**src/rtl/dir2b_pkg.sv**
```systemverilog
package dir2b_pkg;

    typedef enum logic [1:0] {
        OP_RD  = 2'd0,
        OP_WR  = 2'd1,
        OP_UP  = 2'd2,
        OP_RSV = 2'd3
    } op_e;

    typedef enum logic [1:0] {
        BS_UNC = 2'd0,
        BS_SHR = 2'd1,
        BS_EXC = 2'd2,
        BS_DRT = 2'd3
    } bstate_e;

    typedef enum logic [1:0] {
        RC_NONE  = 2'd0,
        RC_DATA  = 2'd1,
        RC_GRANT = 2'd2,
        RC_NACK  = 2'd3
    } rcode_e;

    // bcast: needs a broadcast; nxt: state after service (after completion if bcast)
    typedef struct packed {
        logic    bcast;
        bstate_e nxt;
        rcode_e  code;
    } decision_t;

    function automatic decision_t decide(op_e op, bstate_e s);
        decision_t d;
        d = '{bcast: 1'b0, nxt: s, code: RC_NACK};
        unique case (op)
            OP_RD: begin
                unique case (s)
                    BS_UNC:  d = '{bcast: 1'b0, nxt: BS_EXC, code: RC_DATA};
                    BS_SHR,
                    BS_EXC:  d = '{bcast: 1'b0, nxt: BS_SHR, code: RC_DATA};
                    default: d = '{bcast: 1'b1, nxt: BS_SHR, code: RC_NONE};
                endcase
            end
            OP_WR, OP_UP: begin
                if (s == BS_UNC)
                    d = '{bcast: 1'b0, nxt: BS_DRT, code: RC_DATA};
                else if (s == BS_EXC && op == OP_UP)
                    d = '{bcast: 1'b0, nxt: BS_DRT, code: RC_GRANT};
                else
                    d = '{bcast: 1'b1, nxt: BS_DRT, code: RC_NONE};
            end
            default: d = '{bcast: 1'b0, nxt: s, code: RC_NACK};
        endcase
        return d;
    endfunction

endpackage

```
**src/rtl/dir_state_store.sv**
```systemverilog
module dir_state_store
    import dir2b_pkg::*;
#(
    parameter int NBLK = 16,
    parameter int BW   = 4
) (
    input  logic          clk,
    input  logic          rst,
    input  logic [BW-1:0] rd_blk,
    output bstate_e       rd_state,
    input  logic          wa_en,
    input  logic [BW-1:0] wa_blk,
    input  bstate_e       wa_state,
    input  logic          wb_en,
    input  logic [BW-1:0] wb_blk,
    input  bstate_e       wb_state
);

    bstate_e ent [NBLK];

    for (genvar g = 0; g < NBLK; g++) begin : g_ent
        always_ff @(posedge clk) begin
            if (rst)
                ent[g] <= BS_UNC;
            else if (wb_en && wb_blk == BW'(g))
                ent[g] <= wb_state;
            else if (wa_en && wa_blk == BW'(g))
                ent[g] <= wa_state;
        end
    end

    assign rd_state = ent[rd_blk];

    // the request path and the completion path never target one entry together
    AST_NO_DUAL_WRITE: assert property (@(posedge clk) disable iff (rst)
        !(wa_en && wb_en && wa_blk == wb_blk));

endmodule

```
**src/rtl/dir_bcast_tracker.sv**
```systemverilog
module dir_bcast_tracker #(
    parameter int NCACHE = 4,
    parameter int IDW    = 2,
    parameter int CW     = 3
) (
    input  logic           clk,
    input  logic           rst,
    input  logic           start,
    input  logic [IDW-1:0] start_id,
    input  logic           ack_valid,
    input  logic [IDW-1:0] ack_id,
    input  logic           ack_data,
    output logic           busy,
    output logic [IDW-1:0] pend_id,
    output logic           fin,
    output logic           data_hit
);

    logic [CW-1:0] cnt;
    logic          counted;

    assign counted  = busy && ack_valid && (ack_id != pend_id) && (int'(ack_id) < NCACHE);
    assign fin      = counted && (cnt == CW'(NCACHE - 2));
    assign data_hit = counted && ack_data;

    always_ff @(posedge clk) begin
        if (rst) begin
            busy    <= 1'b0;
            cnt     <= '0;
            pend_id <= '0;
        end else if (start) begin
            busy    <= 1'b1;
            cnt     <= '0;
            pend_id <= start_id;
        end else if (fin) begin
            busy <= 1'b0;
            cnt  <= '0;
        end else if (counted) begin
            cnt <= cnt + 1'b1;
        end
    end

    AST_ACK_BOUND: assert property (@(posedge clk) disable iff (rst)
        busy |-> (cnt <= CW'(NCACHE - 2)));

    AST_START_IDLE: assert property (@(posedge clk) disable iff (rst)
        start |-> !busy);

    AST_IDLE_QUIET: assert property (@(posedge clk) disable iff (rst)
        !busy |=> (cnt == '0));

endmodule

```
**src/rtl/dir2b_ctrl.sv**
```systemverilog
module dir2b_ctrl
    import dir2b_pkg::*;
#(
    parameter  int NCACHE = 4,
    parameter  int NBLK   = 16,
    localparam int IDW    = (NCACHE > 1) ? $clog2(NCACHE) : 1,
    localparam int BW     = (NBLK > 1) ? $clog2(NBLK) : 1,
    localparam int CW     = $clog2(NCACHE + 1)
) (
    input  logic           clk,
    input  logic           rst,
    input  logic           req_valid,
    input  logic [1:0]     req_op,
    input  logic [IDW-1:0] req_id,
    input  logic [BW-1:0]  req_blk,
    input  logic           ack_valid,
    input  logic [IDW-1:0] ack_id,
    input  logic           ack_data,
    output logic           rsp_valid,
    output logic [1:0]     rsp_code,
    output logic [IDW-1:0] rsp_id,
    output logic [BW-1:0]  rsp_blk,
    output logic           inv_valid,
    output logic [BW-1:0]  inv_blk,
    output logic [IDW-1:0] inv_src,
    output logic           cpl_valid,
    output logic [IDW-1:0] cpl_id,
    output logic [BW-1:0]  cpl_blk,
    output logic           mem_upd_valid,
    output logic [BW-1:0]  mem_upd_blk
);

    op_e       op_in;
    bstate_e   cur_st;
    decision_t dec;

    logic           busy, fin, data_hit;
    logic [IDW-1:0] pend_id;
    logic [BW-1:0]  pend_blk;
    bstate_e        pend_nxt;
    logic           pend_rd;

    logic conflict, nack, start, imm_wr;

    assign op_in = op_e'(req_op);

    always_comb dec = decide(op_in, cur_st);

    assign conflict = busy && ((req_blk == pend_blk) || dec.bcast);
    assign nack     = req_valid && (conflict || dec.code == RC_NACK);
    assign start    = req_valid && !nack && dec.bcast;
    assign imm_wr   = req_valid && !nack && !dec.bcast;

    dir_state_store #(.NBLK(NBLK), .BW(BW)) u_store (
        .clk      (clk),
        .rst      (rst),
        .rd_blk   (req_blk),
        .rd_state (cur_st),
        .wa_en    (imm_wr),
        .wa_blk   (req_blk),
        .wa_state (dec.nxt),
        .wb_en    (fin),
        .wb_blk   (pend_blk),
        .wb_state (pend_nxt)
    );

    dir_bcast_tracker #(.NCACHE(NCACHE), .IDW(IDW), .CW(CW)) u_track (
        .clk       (clk),
        .rst       (rst),
        .start     (start),
        .start_id  (req_id),
        .ack_valid (ack_valid),
        .ack_id    (ack_id),
        .ack_data  (ack_data),
        .busy      (busy),
        .pend_id   (pend_id),
        .fin       (fin),
        .data_hit  (data_hit)
    );

    always_ff @(posedge clk) begin
        if (rst) begin
            rsp_valid     <= 1'b0;
            rsp_code      <= RC_NONE;
            rsp_id        <= '0;
            rsp_blk       <= '0;
            inv_valid     <= 1'b0;
            inv_blk       <= '0;
            inv_src       <= '0;
            cpl_valid     <= 1'b0;
            cpl_id        <= '0;
            cpl_blk       <= '0;
            mem_upd_valid <= 1'b0;
            mem_upd_blk   <= '0;
            pend_blk      <= '0;
            pend_nxt      <= BS_UNC;
            pend_rd       <= 1'b0;
        end else begin
            rsp_valid     <= req_valid && !start;
            rsp_code      <= nack ? RC_NACK : dec.code;
            rsp_id        <= req_id;
            rsp_blk       <= req_blk;
            inv_valid     <= start;
            inv_blk       <= req_blk;
            inv_src       <= req_id;
            cpl_valid     <= fin;
            cpl_id        <= pend_id;
            cpl_blk       <= pend_blk;
            mem_upd_valid <= data_hit && pend_rd;
            mem_upd_blk   <= pend_blk;
            if (start) begin
                pend_blk <= req_blk;
                pend_nxt <= dec.nxt;
                pend_rd  <= (op_in == OP_RD);
            end
        end
    end

    AST_NACK_PENDING: assert property (@(posedge clk) disable iff (rst)
        (req_valid && busy && req_blk == pend_blk)
        |=> (rsp_valid && rsp_code == RC_NACK));

    AST_UPGRADE_QUIET: assert property (@(posedge clk) disable iff (rst)
        (req_valid && !busy && op_in == OP_UP && cur_st == BS_EXC)
        |=> (!inv_valid && rsp_valid && rsp_code == RC_GRANT));

    AST_INV_HOLDS_BUSY: assert property (@(posedge clk) disable iff (rst)
        inv_valid |-> busy);

    AST_MEM_WITH_DATA: assert property (@(posedge clk) disable iff (rst)
        mem_upd_valid |-> $past(ack_valid && ack_data));

    AST_RSV_NACK: assert property (@(posedge clk) disable iff (rst)
        (req_valid && op_in == OP_RSV) |=> (rsp_valid && rsp_code == RC_NACK));

endmodule

```
**config.mk**
```make
export PLATFORM = sky130hd
export DESIGN_NAME = dir2b_ctrl
export DESIGN_NICKNAME = d
export VERILOG_FILES = /design/src/rtl/dir2b_pkg.sv /design/src/rtl/dir_state_store.sv /design/src/rtl/dir_bcast_tracker.sv /design/src/rtl/dir2b_ctrl.sv
export SDC_FILE = /design/constraint.sdc
export NUM_CORES = 1
export LEC_CHECK = 0
export CELL_PAD_IN_SITES_DETAIL_PLACEMENT = 0
export CELL_PAD_IN_SITES_GLOBAL_PLACEMENT = 1
export CORE_MARGIN = 1
export CORE_UTILIZATION = 38
export DETAILED_ROUTE_END_ITERATION = 10
export DONT_BUFFER_PORTS = 1
export GPL_TIMING_DRIVEN = 0
export HOLD_SLACK_MARGIN = 0.03
export PLACE_DENSITY = 0.62
export RECOVER_POWER = 25
export SLEW_MARGIN = 30
export SYNTH_ARGS = -nofsm -noshare
export SYNTH_HDL_FRONTEND = slang
export SYNTH_HIERARCHICAL = 1
export SYNTH_SLANG_ARGS = --single-unit
```
**constraint.sdc**
```tcl
create_clock -name clk -period 5.35 [get_ports clk]
set_input_delay 0.535 -clock clk [delete_from_list [all_inputs] [get_ports clk]]
set_output_delay 0.535 -clock clk [all_outputs]
set_load 0.05 [all_outputs]
```
======== Yosys cells after proc, flatten, opt, wreduce, memory -nomap -nowiden ========
Memories as Yosys holds them, arrays and structs flattened.
Cells that the tools add are included.
word-level totals
  bits in writable memories ............... 32
  input bits .............................. 15
  bits in registers ....................... 31
  memories ................................ 1
  output and inout bits ................... 28
memory list
  name         words  width  read ports  clocked after memory_dff  wr ports  RTL line               RTL
  u_store.ent  16     2      1           0                         16        dir_state_store.sv:19  bstate_e ent [NBLK];
operators by class
  reduce and logical (&&, ||, !) cells .... 57
  equal/unequal tests ..................... 38
  $add $sub $neg .......................... 1
  bitwise logic cells ..................... 32
  muxes and demuxes ....................... 153
operator list
  operator             number
  $mux 1               116
  $mux 2               33
  $eq 4x4->1 const B   16
  $logic_and 1x1->1    44
  $eq 4x3->1 const B   8
  $or 1x1->1           32
  $pmux 5 s2           2
  $eq 4x2->1 const B   4
  $mux 5               2
  $eq 4x1->1 const B   2
  $logic_not 4->1      2
  $eq 2x2->1 const B   3
  $eq 2x1->1 const B   2
  $eq 4x4->1           1
  $logic_not 2->1      2
  $reduce_or 2->1      2
  $add 3x1->3 const B  1
  $eq 3x2->1 const B   1
  $logic_not 1->1      3
  $reduce_or 3->1      1
  $logic_or 1x1->1     2
  $ne 2x2->1           1
  $reduce_bool 2->1    1

======== Logic depth before layout (Yosys ltp) ========
An unclocked memory read counts as a cell.
  depth in word-level cells ............... 19
  mapped depth ............................ 13

======== By module ========
The synthesis kept the hierarchy.
modules (own cells, without submodules)
  module             area each (um^2)  cells an instance  times used  sequential area each (um^2)
  dir_state_store    2,155.8           195                1           960.9
  dir2b_ctrl         1,082.3           103                1           500.5
  dir_bcast_tracker  331.6             37                 1           120.1

======== Worst setup path before layout ========
No wires, ideal clock.
  path kind ............................... input -> register
  from .................................... input port req_blk[0]
  to ...................................... memory u_store/ent[13][0] in the netlist's numbering, enable pin
  setup time .............................. 299 ps
  arrival time ............................ 3,608 ps
  slack ................................... 1,442 ps
  buffers on the path ..................... 2
  cell stages on the path ................. 11
  path through ............................ buf_2 -> mux4_2 -> a22oi_1 -> nand3_1 -> and4b_1 -> a221o_1 -> nor3_1 -> a21boi_0 -> and3b_1 -> clkbuf_1 -> a311o_1
RTL lines
  element             RTL line               RTL
  start: declaration  dir2b_ctrl.sv:15       input logic [BW-1:0] req_blk,
  end: declaration    dir_state_store.sv:19

==> impl_metrics.yaml <==
floorplanning:
  dieArea_um2: 9785
  core_um2: 9153
  die_y_um: 98.92
  start_util: 0.3900
  pin_count: 43
  die_w_um: 98.92
  rows: 35
sta:
  period_needed_ns: 4.410
  slew_headroom: 0.3790
  rsz0062_at_grt: "no"
  fin_skew_ns: 0.01153
  fin_crit_sh: 0.8243
  setup_tns_ns: 0
  fmax_mhz: 226.7
  slew_violations: 0
  finalSetupViolations: 0
  finalHoldViolations: 0
  tightest_slew_ns: 0.9232
min_path:
  worst_hold_path_type: "primary input to flip-flop"
  hp-start: "rst"
  holdPathStages: 1
  whs_endpoint: "u_track/pend_id[1]"
logic_synthesis:
  synthesis.area_um2: 3570
  synth.net_count: 355
  synth_seq_cells: 63
  yosysSeqAreaShare: 0.4430
  syn_inst: 335
  yosysWarningCount: 6
  async_reset_ff_frac: 0
  synth_edf_count: 32
  ys_types: 61
  ys.flop_type: "edfxtp_1"
  syn_avg_cell_area_um2: 10.66
setup_path:
  endpoint_kind: "flip-flop"
  reg2reg_slack_ns: 1.12
  reg2regPathDepth: 10
  rr_endpoint: "u_store/ent[13][0]"
  startpoint_type: "primary input"
  reg2reg_from: "u_store/ent[7][1]"
  critPathKind: "primary input to flip-flop"
  cp.arrival_ns: 4.47
  cp_max_fo: 9
  required_ns: 5.41
drt:
  wl_per_cell_um: 18.89
  ant_nets: 0
  drt_first_pass_iters: 4
  drc: 0
  dr.first_iter.drc_count: 147
  viasPerCell: 5.502
  wirelength_mm: 8.727
  vias: 2542
clocking:
  path_clk_slew_ns: 0.08
  numClockSinks: 63
  ctsHoldBuffers: 0
  cts_tree: "built"
  cts_root_buf: "clkbuf_8"
  cts_setup_buffers: 0
  clockBufferDepth: 2
  h-tree-depth: 3
  ctsResizeCount: 0
  numCtsBuffers: 9
  insertion_delay_ns: 0.35
power:
  powerDensity_nw_per_um2: 277.4
  power_mw: 1.077
  p_leak_nw: 1.400
  max-vdd-ir-drop_uv: 95.55
cells_and_area:
  nNetsFinal: 366
  final_cell_mix: "38 x nand2_1, 32 x edfxtp_1, 31 x dfxtp_1"
  final_common_cell: "nand2_1"
  antenna_cells: 0
  final_layout_size_suffix_gt1_frac: 0.1595
  syn2layout_area_growth_pct: 8.763
global_route:
  grt_pass1_wl_mm: 13.82
  grt_use_total: 0.1887
  grt_max_degree: 20
  grt_pass1_vias: 2480
  grt-ovfl-total: 0
  antenna_found_initial: 0
placed_design:
  io_buffers: 0
  routabilityCongestion: 0.7673
  dp_hpwl_mm: 6.239
run_status:
  run_status: "finished, final reports clean"
run:
  maxCapViolations: 0
-- metal layers --
metal	vias to the layer above	global-route usage	share of wire	wire length, µm
met4	0	0.07692	0.017	144
met3	12	0.03191	0.027	236
met5	-	0	0	0
li1	1250	-	-	-
met1	1234	0.2731	0.51	4454
met2	46	0.2781	0.45	3891
-- cell usage after synthesis (all sizes together), types with 4 or more instances --
| library cell | count | area share |
|---|---|---|
| a31oi | 6 | 0.011 |
| or2 | 5 | 0.0088 |
| nand2b | 8 | 0.014 |
| mux2 | 4 | 0.013 |
| nor4bb | 4 | 0.011 |
| nor2 | 20 | 0.021 |
| inv | 9 | 0.0095 |
| nor2b | 17 | 0.030 |
| or3 | 6 | 0.012 |
| dfxtp | 31 | 0.17 |
| nand2 | 38 | 0.040 |
| clkbuf | 14 | 0.015 |
| o22ai | 8 | 0.016 |
| nor3b | 4 | 0.0098 |
| mux2i | 29 | 0.081 |
| a311o | 8 | 0.022 |
| buf | 16 | 0.036 |
| nand3 | 8 | 0.011 |
| edfxtp | 32 | 0.27 |
| mux4 | 8 | 0.050 |
| xor2 | 4 | 0.0098 |
| ha | 5 | 0.018 |
-- through the flow --
stage                     cell area, µm²  setup slack (ns)    util  hold slack [ns]  cells
after floorplan                     3570             1.442       -           0.4309    335
after global placement              3709            0.6013  0.4052           0.4568    446
after detailed placement            3709            0.5387  0.4052           0.4615    446
after CTS                           3886            0.8874  0.4246           0.2266    462
after global routing                3882            0.6671  0.4242           0.2245    462
final                               3882            0.9398  0.4242           0.2390    462
-- worst max-delay path: stages --
cell      delay, ns
buf_2          0.29
mux4_2         0.56
a22oi_1        0.22
nand3_1        0.28
and4b_1        0.33
a221o_1        0.40
nor3_1         0.15
a21boi_0       0.76
and3b_1        0.26
clkbuf_1       0.37
a311o_1        0.31
-- report_power, final --
group          leakage, nW  total (mW)  switching [mW]  internal, mW
Combinational        0.722       0.137          0.0832        0.0539
Clock               0.0909       0.383           0.210         0.173
Sequential           0.587       0.557          0.0317         0.526
Total                 1.40        1.08           0.325         0.752
-- flip-flops by register name (all words and copies together) (netlist names), 2 cells and up --
| signal | count |
|---|---|
| inv_src | 2 |
| u_track/cnt | 3 |
| cpl_id | 2 |
| u_store/ent | 32 |
| rsp_code | 2 |
| pend_nxt | 2 |
| u_track/pend_id | 2 |
| mem_upd_blk | 4 |
| pend_blk | 4 |
| inv_blk | 4 |
-- logic make-up after synthesis --
| family | count (synthesis) | synth area share |
|---|---|---|
| simple gates | 133 | 0.2068 |
| flops | 63 | 0.4430 |
| compound gates | 48 | 0.1129 |
| mux | 41 | 0.1444 |
| buf+inv | 39 | 0.06064 |
| xor+xnor | 6 | 0.01472 |
| fa+ha+maj | 5 | 0.01753 |
-- worst max-delay path by stage --
stage / start / cells past startpoint / to
3_3_place_gp: req_blk[0] / 11 / u_store/ent[12][0]
2_1_floorplan: req_blk[0] / 11 / u_store/ent[13][0]
5_1_grt: req_blk[0] / 11 / u_store/ent[10][1]
3_5_place_dp: req_blk[0] / 11 / u_store/ent[12][0]
4_1_cts: req_blk[0] / 11 / u_store/ent[12][0]
6_report: req_blk[0] / 11 / u_store/ent[13][0]
-- final cells by class --
cell class | count | area (µm²)
Fill cell | 886 | 5270
Multi-Input combinational cell | 233 | 1768
Sequential cell | 63 | 1582
Buffer | 30 | 182.7
Tap cell | 111 | 138.9
Clock buffer | 9 | 123.9
Clock inverter | 7 | 53.80
Inverter | 9 | 33.78
Note: power is estimated with default switching activity, not from simulation.
